### src/rtl/col_stream_pkg.sv
package col_stream_pkg;
  typedef enum logic [1:0] {
    ST_IDLE = 2'd0,
    ST_LOW  = 2'd1,
    ST_HIGH = 2'd2,
    ST_STRB = 2'd3
  } ser_state_e;

  typedef enum logic [1:0] {
    PSEL_CUR  = 2'd0,
    PSEL_END  = 2'd1,
    PSEL_RST  = 2'd2,
    PSEL_NONE = 2'd3
  } ptr_sel_e;
endpackage

### src/rtl/col_buf.sv
module col_buf #(
  parameter int DEPTH = 64,
  parameter int AW    = $clog2(DEPTH)
) (
  input  logic          clk_i,
  input  logic          wr_en_i,
  input  logic [AW-1:0] wr_addr_i,
  input  logic [7:0]    wr_data_i,
  input  logic [AW-1:0] rd_addr_i,
  output logic [7:0]    rd_data_o
);
  logic [7:0] mem_q [DEPTH];

  always_ff @(posedge clk_i) begin
    if (wr_en_i) mem_q[wr_addr_i] <= wr_data_i;
  end

  assign rd_data_o = mem_q[rd_addr_i];
endmodule

### src/rtl/ptr_unit.sv
module ptr_unit
  import col_stream_pkg::*;
#(
  parameter int          AW          = 6,
  parameter logic [AW-1:0] RESTART_RST = '0,
  parameter logic [AW-1:0] END_RST     = '0
) (
  input  logic          clk_i,
  input  logic          rst_ni,
  input  logic          idle_i,
  input  logic          we_i,
  input  logic [1:0]    sel_i,
  input  logic [AW-1:0] wdata_i,
  input  logic          adv_i,
  output logic [AW-1:0] cur_o
);
  logic [AW-1:0] cur_q, end_q, rst_q, cur_inc;

  assign cur_inc = cur_q + 1'b1;

  always_ff @(posedge clk_i or negedge rst_ni) begin
    if (!rst_ni) begin
      cur_q <= RESTART_RST;
      end_q <= END_RST;
      rst_q <= RESTART_RST;
    end else if (adv_i) begin
      cur_q <= (cur_inc == end_q) ? rst_q : cur_inc;
    end else if (idle_i && we_i) begin
      case (ptr_sel_e'(sel_i))
        PSEL_CUR: cur_q <= wdata_i;
        PSEL_END: end_q <= wdata_i;
        PSEL_RST: rst_q <= wdata_i;
        default:  ;
      endcase
    end
  end

  assign cur_o = cur_q;

  p_wrap_r4: assert property (@(posedge clk_i) disable iff (!rst_ni)
    (adv_i && (cur_q + 1'b1 == end_q)) |=> (cur_q == $past(rst_q)));
  p_step_r4: assert property (@(posedge clk_i) disable iff (!rst_ni)
    (adv_i && (cur_q + 1'b1 != end_q)) |=> (cur_q == $past(cur_q) + 1'b1));
  p_locked_r9: assert property (@(posedge clk_i) disable iff (!rst_ni)
    (!idle_i && !adv_i) |=> ($stable(cur_q) && $stable(end_q) && $stable(rst_q)));
endmodule

### src/rtl/ser_engine.sv
module ser_engine
  import col_stream_pkg::*;
#(
  parameter int SW = 4
) (
  input  logic          clk_i,
  input  logic          rst_ni,
  input  logic          evt_i,
  input  logic          lsb_first_i,
  input  logic [SW-1:0] stretch_i,
  input  logic [7:0]    col_i,
  output logic          ser_data_o,
  output logic          ser_clk_o,
  output logic          ser_strobe_o,
  output logic          busy_o,
  output logic          adv_o
);
  ser_state_e    st_q;
  logic [SW-1:0] cnt_q, stretch_q;
  logic [2:0]    bit_q;
  logic [7:0]    sh_q;
  logic          lsb_q, pend_q;
  logic          accept, phase_done;

  assign accept     = (st_q == ST_IDLE) && (evt_i || pend_q);
  assign phase_done = (cnt_q == '0);

  always_ff @(posedge clk_i or negedge rst_ni) begin
    if (!rst_ni) begin
      st_q      <= ST_IDLE;
      cnt_q     <= '0;
      stretch_q <= '0;
      bit_q     <= '0;
      sh_q      <= '0;
      lsb_q     <= 1'b0;
      pend_q    <= 1'b0;
    end else begin
      if (accept)                        pend_q <= 1'b0;
      else if (evt_i && st_q != ST_IDLE) pend_q <= 1'b1;

      case (st_q)
        ST_IDLE: if (accept) begin
          st_q      <= ST_LOW;
          cnt_q     <= stretch_i;
          stretch_q <= stretch_i;
          bit_q     <= '0;
          sh_q      <= col_i;
          lsb_q     <= lsb_first_i;
        end
        ST_LOW: begin
          if (phase_done) begin
            st_q  <= ST_HIGH;
            cnt_q <= stretch_q;
          end else cnt_q <= cnt_q - 1'b1;
        end
        ST_HIGH: begin
          if (phase_done) begin
            cnt_q <= stretch_q;
            if (bit_q == 3'd7) st_q <= ST_STRB;
            else begin
              st_q  <= ST_LOW;
              bit_q <= bit_q + 1'b1;
              sh_q  <= lsb_q ? (sh_q >> 1) : (sh_q << 1);
            end
          end else cnt_q <= cnt_q - 1'b1;
        end
        ST_STRB: begin
          if (phase_done) st_q <= ST_IDLE;
          else            cnt_q <= cnt_q - 1'b1;
        end
        default: st_q <= ST_IDLE;
      endcase
    end
  end

  assign ser_data_o   = (st_q == ST_LOW || st_q == ST_HIGH) && (lsb_q ? sh_q[0] : sh_q[7]);
  assign ser_clk_o    = (st_q == ST_HIGH);
  assign ser_strobe_o = (st_q == ST_STRB);
  assign busy_o       = (st_q != ST_IDLE);
  assign adv_o        = (st_q == ST_STRB) && phase_done;

  p_eight_bits_r2: assert property (@(posedge clk_i) disable iff (!rst_ni)
    (st_q == ST_STRB) |-> (bit_q == 3'd7));
  p_data_hold_r2: assert property (@(posedge clk_i) disable iff (!rst_ni)
    (ser_clk_o && $past(ser_clk_o)) |-> $stable(ser_data_o));
  p_strobe_alone_r3: assert property (@(posedge clk_i) disable iff (!rst_ni)
    ser_strobe_o |-> !ser_clk_o);
  p_phase_hold_r6: assert property (@(posedge clk_i) disable iff (!rst_ni)
    (st_q != ST_IDLE && !phase_done) |=> (st_q == $past(st_q)));
  p_pend_served_r7: assert property (@(posedge clk_i) disable iff (!rst_ni)
    (adv_o && pend_q) |=> ##1 (st_q == ST_LOW));
endmodule

### src/rtl/col_streamer.sv
module col_streamer #(
  parameter int DEPTH = 64,
  parameter int SW    = 4,
  localparam int AW   = $clog2(DEPTH)
) (
  input  logic          clk_i,
  input  logic          rst_ni,
  input  logic          wr_en_i,
  input  logic [AW-1:0] wr_addr_i,
  input  logic [7:0]    wr_data_i,
  input  logic          ptr_we_i,
  input  logic [1:0]    ptr_sel_i,
  input  logic [AW-1:0] ptr_wdata_i,
  input  logic [SW-1:0] stretch_i,
  input  logic          lsb_first_i,
  input  logic          shift_evt_i,
  output logic          ser_data_o,
  output logic          ser_clk_o,
  output logic          ser_strobe_o,
  output logic          busy_o
);
  logic [AW-1:0] cur_ptr;
  logic [7:0]    col_byte;
  logic          adv;

  col_buf #(.DEPTH(DEPTH), .AW(AW)) u_buf (
    .clk_i     (clk_i),
    .wr_en_i   (wr_en_i),
    .wr_addr_i (wr_addr_i),
    .wr_data_i (wr_data_i),
    .rd_addr_i (cur_ptr),
    .rd_data_o (col_byte)
  );

  ptr_unit #(.AW(AW)) u_ptr (
    .clk_i   (clk_i),
    .rst_ni  (rst_ni),
    .idle_i  (!busy_o),
    .we_i    (ptr_we_i),
    .sel_i   (ptr_sel_i),
    .wdata_i (ptr_wdata_i),
    .adv_i   (adv),
    .cur_o   (cur_ptr)
  );

  ser_engine #(.SW(SW)) u_ser (
    .clk_i        (clk_i),
    .rst_ni       (rst_ni),
    .evt_i        (shift_evt_i),
    .lsb_first_i  (lsb_first_i),
    .stretch_i    (stretch_i),
    .col_i        (col_byte),
    .ser_data_o   (ser_data_o),
    .ser_clk_o    (ser_clk_o),
    .ser_strobe_o (ser_strobe_o),
    .busy_o       (busy_o),
    .adv_o        (adv)
  );

  p_busy_cover_r8: assert property (@(posedge clk_i) disable iff (!rst_ni)
    (ser_clk_o || ser_strobe_o) |-> busy_o);
  p_adv_at_end_r8: assert property (@(posedge clk_i) disable iff (!rst_ni)
    adv |=> !ser_strobe_o);
endmodule

### config.mk
export PLATFORM = sky130hd
export DESIGN_NAME = col_streamer
export DESIGN_NICKNAME = d
export VERILOG_FILES = /design/src/rtl/col_stream_pkg.sv /design/src/rtl/col_buf.sv /design/src/rtl/ptr_unit.sv /design/src/rtl/ser_engine.sv /design/src/rtl/col_streamer.sv
export SDC_FILE = /design/constraint.sdc
export NUM_CORES = 1
export LEC_CHECK = 0
export BUFFER_PORTS_ARGS = -buffer_cell sky130_fd_sc_hd__buf_2
export CAP_MARGIN = 20
export CORE_MARGIN = 10
export CORE_UTILIZATION = 60
export CTS_CLUSTER_DIAMETER = 30
export CTS_CLUSTER_SIZE = 16
export DETAILED_ROUTE_END_ITERATION = 8
export PLACE_DENSITY = 0.81
export SETUP_SLACK_MARGIN = 0.4
export SLEW_MARGIN = 15
export SYNTH_ARGS = -nofsm -noshare
export SYNTH_HDL_FRONTEND = slang
export SYNTH_SLANG_ARGS = --single-unit
export TNS_END_PERCENT = 20
### constraint.sdc
create_clock -name clk_i -period 4.2 [get_ports clk_i]
set_input_delay 0.63 -clock clk_i [delete_from_list [all_inputs] [get_ports clk_i]]
set_output_delay 0.63 -clock clk_i [all_outputs]
set_load 0.05 [all_outputs]
==> Yosys cells after proc, flatten, opt, wreduce, memory -nomap -nowiden <==
Memories as Yosys holds them, arrays and structs flattened.
Cells that the tools add are included.
{ "op_classes": {"add_sub_neg": 3, "mul": 0, "n_div": 0, "magnitude_cmp": 0, "n_eq_ne": 13, "n_shift": 0, "n_mux": 28, "n_bitwise": 1, "reduce_logical": 24} }
{ "op_table": {"columns": ["op", "count"], "rows": [
  ["2-to-1 mux 8 bit", 4],
  ["2-to-1 mux 6 bit", 4],
  ["one-hot mux 8 bit (2 select lines)", 1],
  ["2-to-1 mux 4 bit", 3],
  ["one-hot mux 4 bit (3 select lines)", 1],
  ["2-to-1 mux 2 bit", 5],
  ["nonzero test 2 bit", 5],
  ["2-to-1 mux 3 bit", 3],
  ["inequality test 2 x 1 -> 1 bit (second input constant)", 4],
  ["one-hot mux 2 bit (4 select lines)", 1],
  ["AND reduction 4 bit", 2],
  ["adder 6 x 1 -> 6 bit (second input constant)", 1],
  ["equality test 2 bit (second input constant)", 3],
  ["equality test 6 bit", 1],
  ["one-hot mux 3 bit (2 select lines)", 1],
  ["AND reduction 2 bit", 3],
  ["AND reduction 3 bit", 2],
  ["logical AND 1 bit", 5],
  ["2-to-1 mux 1 bit", 5],
  ["equality test 2 x 1 -> 1 bit (second input constant)", 2],
  ["logical NOT 2 bit", 2],
  ["logical NOT 4 bit", 1],
  ["inequality test 2 bit (second input constant)", 2],
  ["subtractor 4 x 1 -> 4 bit (second input constant)", 1],
  ["other kinds (6)", 7]
]} }
{ "totals": {"ff_bits": 41, "latchBits": 0, "mem_bits_rw": 512, "rom_bits": 0, "elab_cells": 80, "memories": 1} }
{ "memory_table": {"columns": ["memory", "depth", "word_bits", "rd", "rd_ports_with_merged_regs", "wr", "line", "rtl"], "rows": [
  ["u_buf.mem_q", 64, 8, 1, 0, 1, "col_buf.sv:12", "logic [7:0] mem_q [DEPTH];"]
]} }

==> Logic depth before layout (Yosys ltp) <==
{ "depth": {"word_depth": 5, "mapped_depth": 10} }

==> Cells and area by module <==
A second synthesis with hierarchy kept.
{ "hier_totals": {"hier_cells": 1159, "hier_area_um2": 22495.3} }
{ "modules_own_cells": {"columns": ["mod", "n_inst", "cells_per_inst", "area_per_inst_um2"], "rows": [
  ["col_buf", 1, 932, 20006.7],
  ["ser_engine", 1, 136, 1436.4],
  ["ptr_unit", 1, 90, 1048.5],
  ["col_streamer", 1, 1, 3.8]
]} }

==> Worst setup path before layout <==
OpenSTA, ideal clock, no wires.
{ "synth_path": {"kind": "register to register", "from": "reg u_ser.st_q[0]", "to": "reg u_ser.sh_q[1]", "t_arrival_ns": 2.455, "t_required_ns": 4.118, "slack_ns": 1.663, "stages_incl_launch_ff": 11, "synth_period_minus_slack_ns": 2.537, "path_cell_list": "dfrtp_1 > inv_1 > ha_1 > clkbuf_1 > clkinv_1 > nor3_1 > a21oi_1 > nor2_1 > buf_2 > nor2_1 > a31oi_1"} }
{ "synth_rtl": {"columns": ["element", "line", "rtl"], "rows": [
  ["start, declared", "ser_engine.sv:18", "ser_state_e st_q;"],
  ["start signal, assigned", "ser_engine.sv:30", "st_q <= ST_IDLE;"],
  ["start signal, assigned", "ser_engine.sv:43", "st_q <= ST_LOW;"],
  ["start signal, assigned", "ser_engine.sv:52", "st_q <= ST_HIGH;"],
  ["equality test 2 bit (*)", null, null],
  ["named net ser_clk_o", "col_streamer.sv:18", "output logic ser_clk_o,"],
  ["inequality test 2 bit (no source line), or another cell as far along", null, null],
  ["AND reduction 4 bit (no source line)", null, null],
  ["end signal, assigned", "ser_engine.sv:47", "sh_q <= col_i;"],
  ["end signal, assigned", "ser_engine.sv:63", "sh_q <= lsb_q ? (sh_q >> 1) : (sh_q << 1);"],
  ["end, declared", "ser_engine.sv:21", "logic [7:0] sh_q;"]
]} }
Mark *: on every way through the listed nets, which the timed path passes. The rest lies on a longest branch.
A chain may end at the register's enable or synchronous reset.

==> Worst setup path in the final report <==
{ "layout_path": {"from": "reg u_ptr.cur_q[0] (netlist: u_ptr.cur_o[0])", "to": "reg u_ser.sh_q[2]"} }
{ "layout_between": {"elab_chain_len": 3} }
{ "layout_lines": {"columns": ["element", "line", "rtl"], "rows": [
  ["start, declared", "ptr_unit.sv:17", "logic [AW-1:0] cur_q, end_q, rst_q, cur_inc;"],
  ["start signal, assigned", "ptr_unit.sv:27", "cur_q <= (cur_inc == end_q) ? rst_q : cur_inc;"],
  ["start signal, assigned", "ptr_unit.sv:30", "PSEL_CUR: cur_q <= wdata_i;"],
  ["memory (64 x 8 bit)", null, null],
  ["2-to-1 mux 8 bit", "ser_engine.sv:42", "ST_IDLE: if (accept) begin"],
  ["one-hot mux 8 bit (2 select lines)", "ser_engine.sv:41", "case (st_q)"]
]} }
Every way passes these cells. The select of a mux whose other input is x is not followed.

==> results by group <==
Run status
  • Run status: complete, no violations

Clock tree
  • CTS tree: done
  • Worst-path clk slew: 0.05 ns
  • Htree depth: 3
  • Clock sink count: 553
  • Hold buffers post-CTS: 0
  • CTS root buf: clkbuf_16
  • Clk_lat worst skew: 0.62 ns
  • Worst-case clock buffer depth: 3
  • Post-cts resize count: 0
  • Setup bufs post-CTS: 0
  • Inserted Clock Buffers: 101

Power and ir drop
  • Clk network pwr share: 41.4%
  • P per Cell Area: 737.9 nW/um^2
  • Lkg Pwr: 9.050 nW
  • Sequential power share: 34.9%
  • P_sw: 5.928 mW
  • VDD IR max: 0.4827 mV
  • Logic gate share of total power: 23.8%
  • Sw Share: 30.24%
  • Internal power: 13.67 mW

Timing
  • Final period util: 74.78%
  • Max_slew headroom: 28.06%
  • Fmax: 318.4 MHz
  • Final Setup Violations: 0
  • Worst slew pin tran: 1.079 ns
  • RSZ-0062 raised after global routing: false
  • Count of pins over their slew limit: 0
  • Post-route setup TNS: 0 ns
  • Minimum clock period: 3.141 ns
  • Clk_skew: 0.03055 ns
  • Final Hold Viols: 0

Placement
  • GPL Wtd Cong: 0.8575
  • Post-DP HPWL: 30.91 mm
  • PortBufs: 35

Synth
  • Synth Cell Area: 22450 sq um
  • Share of Yosys cell area claimed by the top area cell type: 68.48%
  • Gate Count Post-Synth: 1223
  • Register area share after synthesis: 73.05%
  • Synth Area per Inst: 18.36 sq um
  • Ys Warns: 0
  • Top_reg_cell synth: edfxtp_1
  • Distinct cells, synth: 51
  • Synth area leader: edfxtp_1
  • Synthesized Nets: 1265
  • Synth Register Bits: 553
  • EDFF count, synth: 512
  • Synth top area cells: edfxtp_1 68%, mux4_2 11%, dfrtp_1 4.6%, mux2i_1 3.3%, nor2_1 1.6%
  • Post-synth ARST share: 7.414%

Run
  • MaxCap Viol Count: 0

Worst setup path
  • Crit Path Max Fanout: 52
  • Worst setup path end: u_ser.sh_q[2]$_DFFE_PN0P_
  • Worst setup EP type: register
  • Reg2reg start: u_ptr.cur_o[0]$_DFFE_PN0P_
  • CP max-delay cell: dfrtp_4
  • CP peak stage delay: 1.03 ns
  • Worst-path cell chain: mux4_2 > nor2b_1 > a211oi_1 > a31oi_1 > o21ai_0 > a41oi_1
  • Crit. Startpoint: u_ptr.cur_o[0]$_DFFE_PN0P_
  • Worst R2R Path Depth: 6
  • Crit Path Category: reg2reg
  • Reg2reg setup slack: 1.06 ns
  • Critical Path Start Type: register
  • Required time of the worst setup path: 4.67 ns
  • Reg2reg end: u_ser.sh_q[2]$_DFFE_PN0P_
  • Worst path arrival time: 3.62 ns

Die
  • # rows: 70
  • Initial Util: 61.04%
  • IO Pins: 36
  • Core box area: 36790 sq um
  • Die Span Y: 213.4 microns
  • Die area: 45560 sq um
  • Die Wd: 213.4 microns

Worst hold path
  • Worst min-delay path category: in2async

Finish
  • Fill cells: 2019
  • N_diodes: 0
  • Nets: 1362
  • End-of-flow core utilization: 72.21%
  • Layout cells sized above 1: 26.28%
  • Area Overhead vs Synth: 18.31%

GRT
  • Antenna violations before repair: 0
  • First-pass GRT wire length: 83.08 mm
  • Vias in the first global route: 13143
  • Pin count of the biggest net entering global routing: 65
  • Aggregate global-route resource usage: 24.70%
  • Global route overflow: 0

Detailed routing
  • Final ANT Viol Nets: 0
  • DR WL/cell: 29.82 microns
  • Vias per inst: 6.806
  • # DRC: 0
  • Drt pass-1 iters: 8
  • Final wirelength: 55.82 mm
  • First DRT Iteration DRCs: 1808
  • DR vias: 12741
==> logic make-up after synthesis <==
logic type               synth area share [%]
XOR/XNOR                               0.6130
AO/OA/AOI/OAI                           3.282
buffers and inverters                   1.638
multiplexers                            15.73
flip-flops                              73.05
AND/OR/NAND/NOR                         5.132
adder cells (fa/ha/maj)                0.5573
==> worst max-delay path: cells and delay by family (launching register included) <==
kind / cells / cell delay [ns]
muxes: 1 / 0.63
and+or+nand+nor: 1 / 0.16
DFF: 1 / 1.03
AOI/OAI and AO/OA: 4 / 1.12
==> worst min-delay path by stage <==
stage,startpoint,to,depth (start not counted)
5_1_grt,rst_ni,u_ser.sh_q[0]$_DFFE_PN0P_,1
2_1_floorplan,rst_ni,u_ptr.cur_o[0]$_DFFE_PN0P_,0
3_5_place_dp,u_ser.stretch_q[3]$_DFFE_PN0P_,u_ser.stretch_q[3]$_DFFE_PN0P_,1
6_report,rst_ni,u_ser.sh_q[5]$_DFFE_PN0P_,1
3_3_place_gp,u_ptr.rst_q[0]$_DFFE_PN0P_,u_ptr.rst_q[0]$_DFFE_PN0P_,1
4_1_cts,rst_ni,u_ser.sh_q[0]$_DFFE_PN0P_,1
==> cell usage in the layout (no fill, tap or decap), drive strengths merged, types with 16 or more instances in the layout <==
master	synthesis	layout
a21oi	17	17
a31oi	16	16
buf	44	59
clkbuf	21	118
clkinv	1	32
dfrtp	41	41
edfxtp	512	512
inv	8	21
mux2	29	29
mux2i	75	75
mux4	109	109
nand2	68	68
nand3	20	20
nor2	97	97
nor2b	17	17
o21ai	19	19
==> per-stage QoR <==
stage / std cells / setup WS (ns) / instance area [sq um] / hold slack (ns) / power (mW)
detailed placement: 1683 / 1.136 / 23100 / 0.4939 / 11.36
CTS: 1870 / 1.066 / 26510 / 0.2156 / 19.52
finish: 1872 / 1.059 / 26560 / 0.01019 / 19.60
global placement: 1682 / 1.196 / 23100 / 0.4890 / 11.23
global route: 1872 / 0.9355 / 26560 / 0.02318 / 20.17
floorplan: 1223 / 1.663 / 22450 / 0.3344 / 10.04
==> flip-flops by register name (all words and copies together) (netlist names) <==
signal           count
u_buf.mem_q        512
u_ser.sh_q           8
u_ptr.cur_o          6
u_ptr.end_q          6
u_ptr.rst_q          6
u_ser.cnt_q          4
u_ser.stretch_q      4
u_ser.bit_q          3
u_ser.st_q           2
u_ser.lsb_q          1
u_ser.pend_q         1
==> power by group through the flow <==
| stage | clock network [mW] | registers [mW] | logic, mW |
|---|---|---|---|
| 2_1_floorplan | 0 | 6.47 | 3.57 |
| 3_3_place_gp | 0 | 6.90 | 4.33 |
| 3_5_place_dp | 0 | 6.92 | 4.44 |
| 4_1_cts | 8.12 | 6.83 | 4.57 |
| 5_1_grt | 8.40 | 6.86 | 4.91 |
| 6_report | 8.11 | 6.84 | 4.66 |
==> metal layers <==
layer	routed length, microns	global-route usage (%)
met1	20910	32.85
met2	26450	38.35
met3	6085	6.410
met4	2369	10.56
met5	0	0
==> layout make-up <==
type	instances	area, sq um	area share (%)
tap	468	585.6	2.204
inverter	9	33.78	0.1272
clock inverter	69	803.3	3.024
timing repair buffer	59	442.9	1.667
sequential	553	16410	61.79
multi-input combinational	596	5684	21.40
clock buffer	118	2601	9.793
==> synthesized netlist by cell type, drive strengths merged (6+ instances only) <==
cell type / number
mux2i: 75
nor3: 9
inv: 8
dfrtp: 41
o21ai: 19
a31oi: 16
a211oi: 6
a21oi: 17
mux2: 29
a22oi: 15
nand4: 8
buf: 44
o211ai: 9
nand3: 20
mux4: 109
o22ai: 6
nor2: 97
nand2: 68
nor2b: 17
nand2b: 13
clkbuf: 21
ha: 10
edfxtp: 512
a41oi: 6
Note: power is estimated with default switching activity, not from simulation.
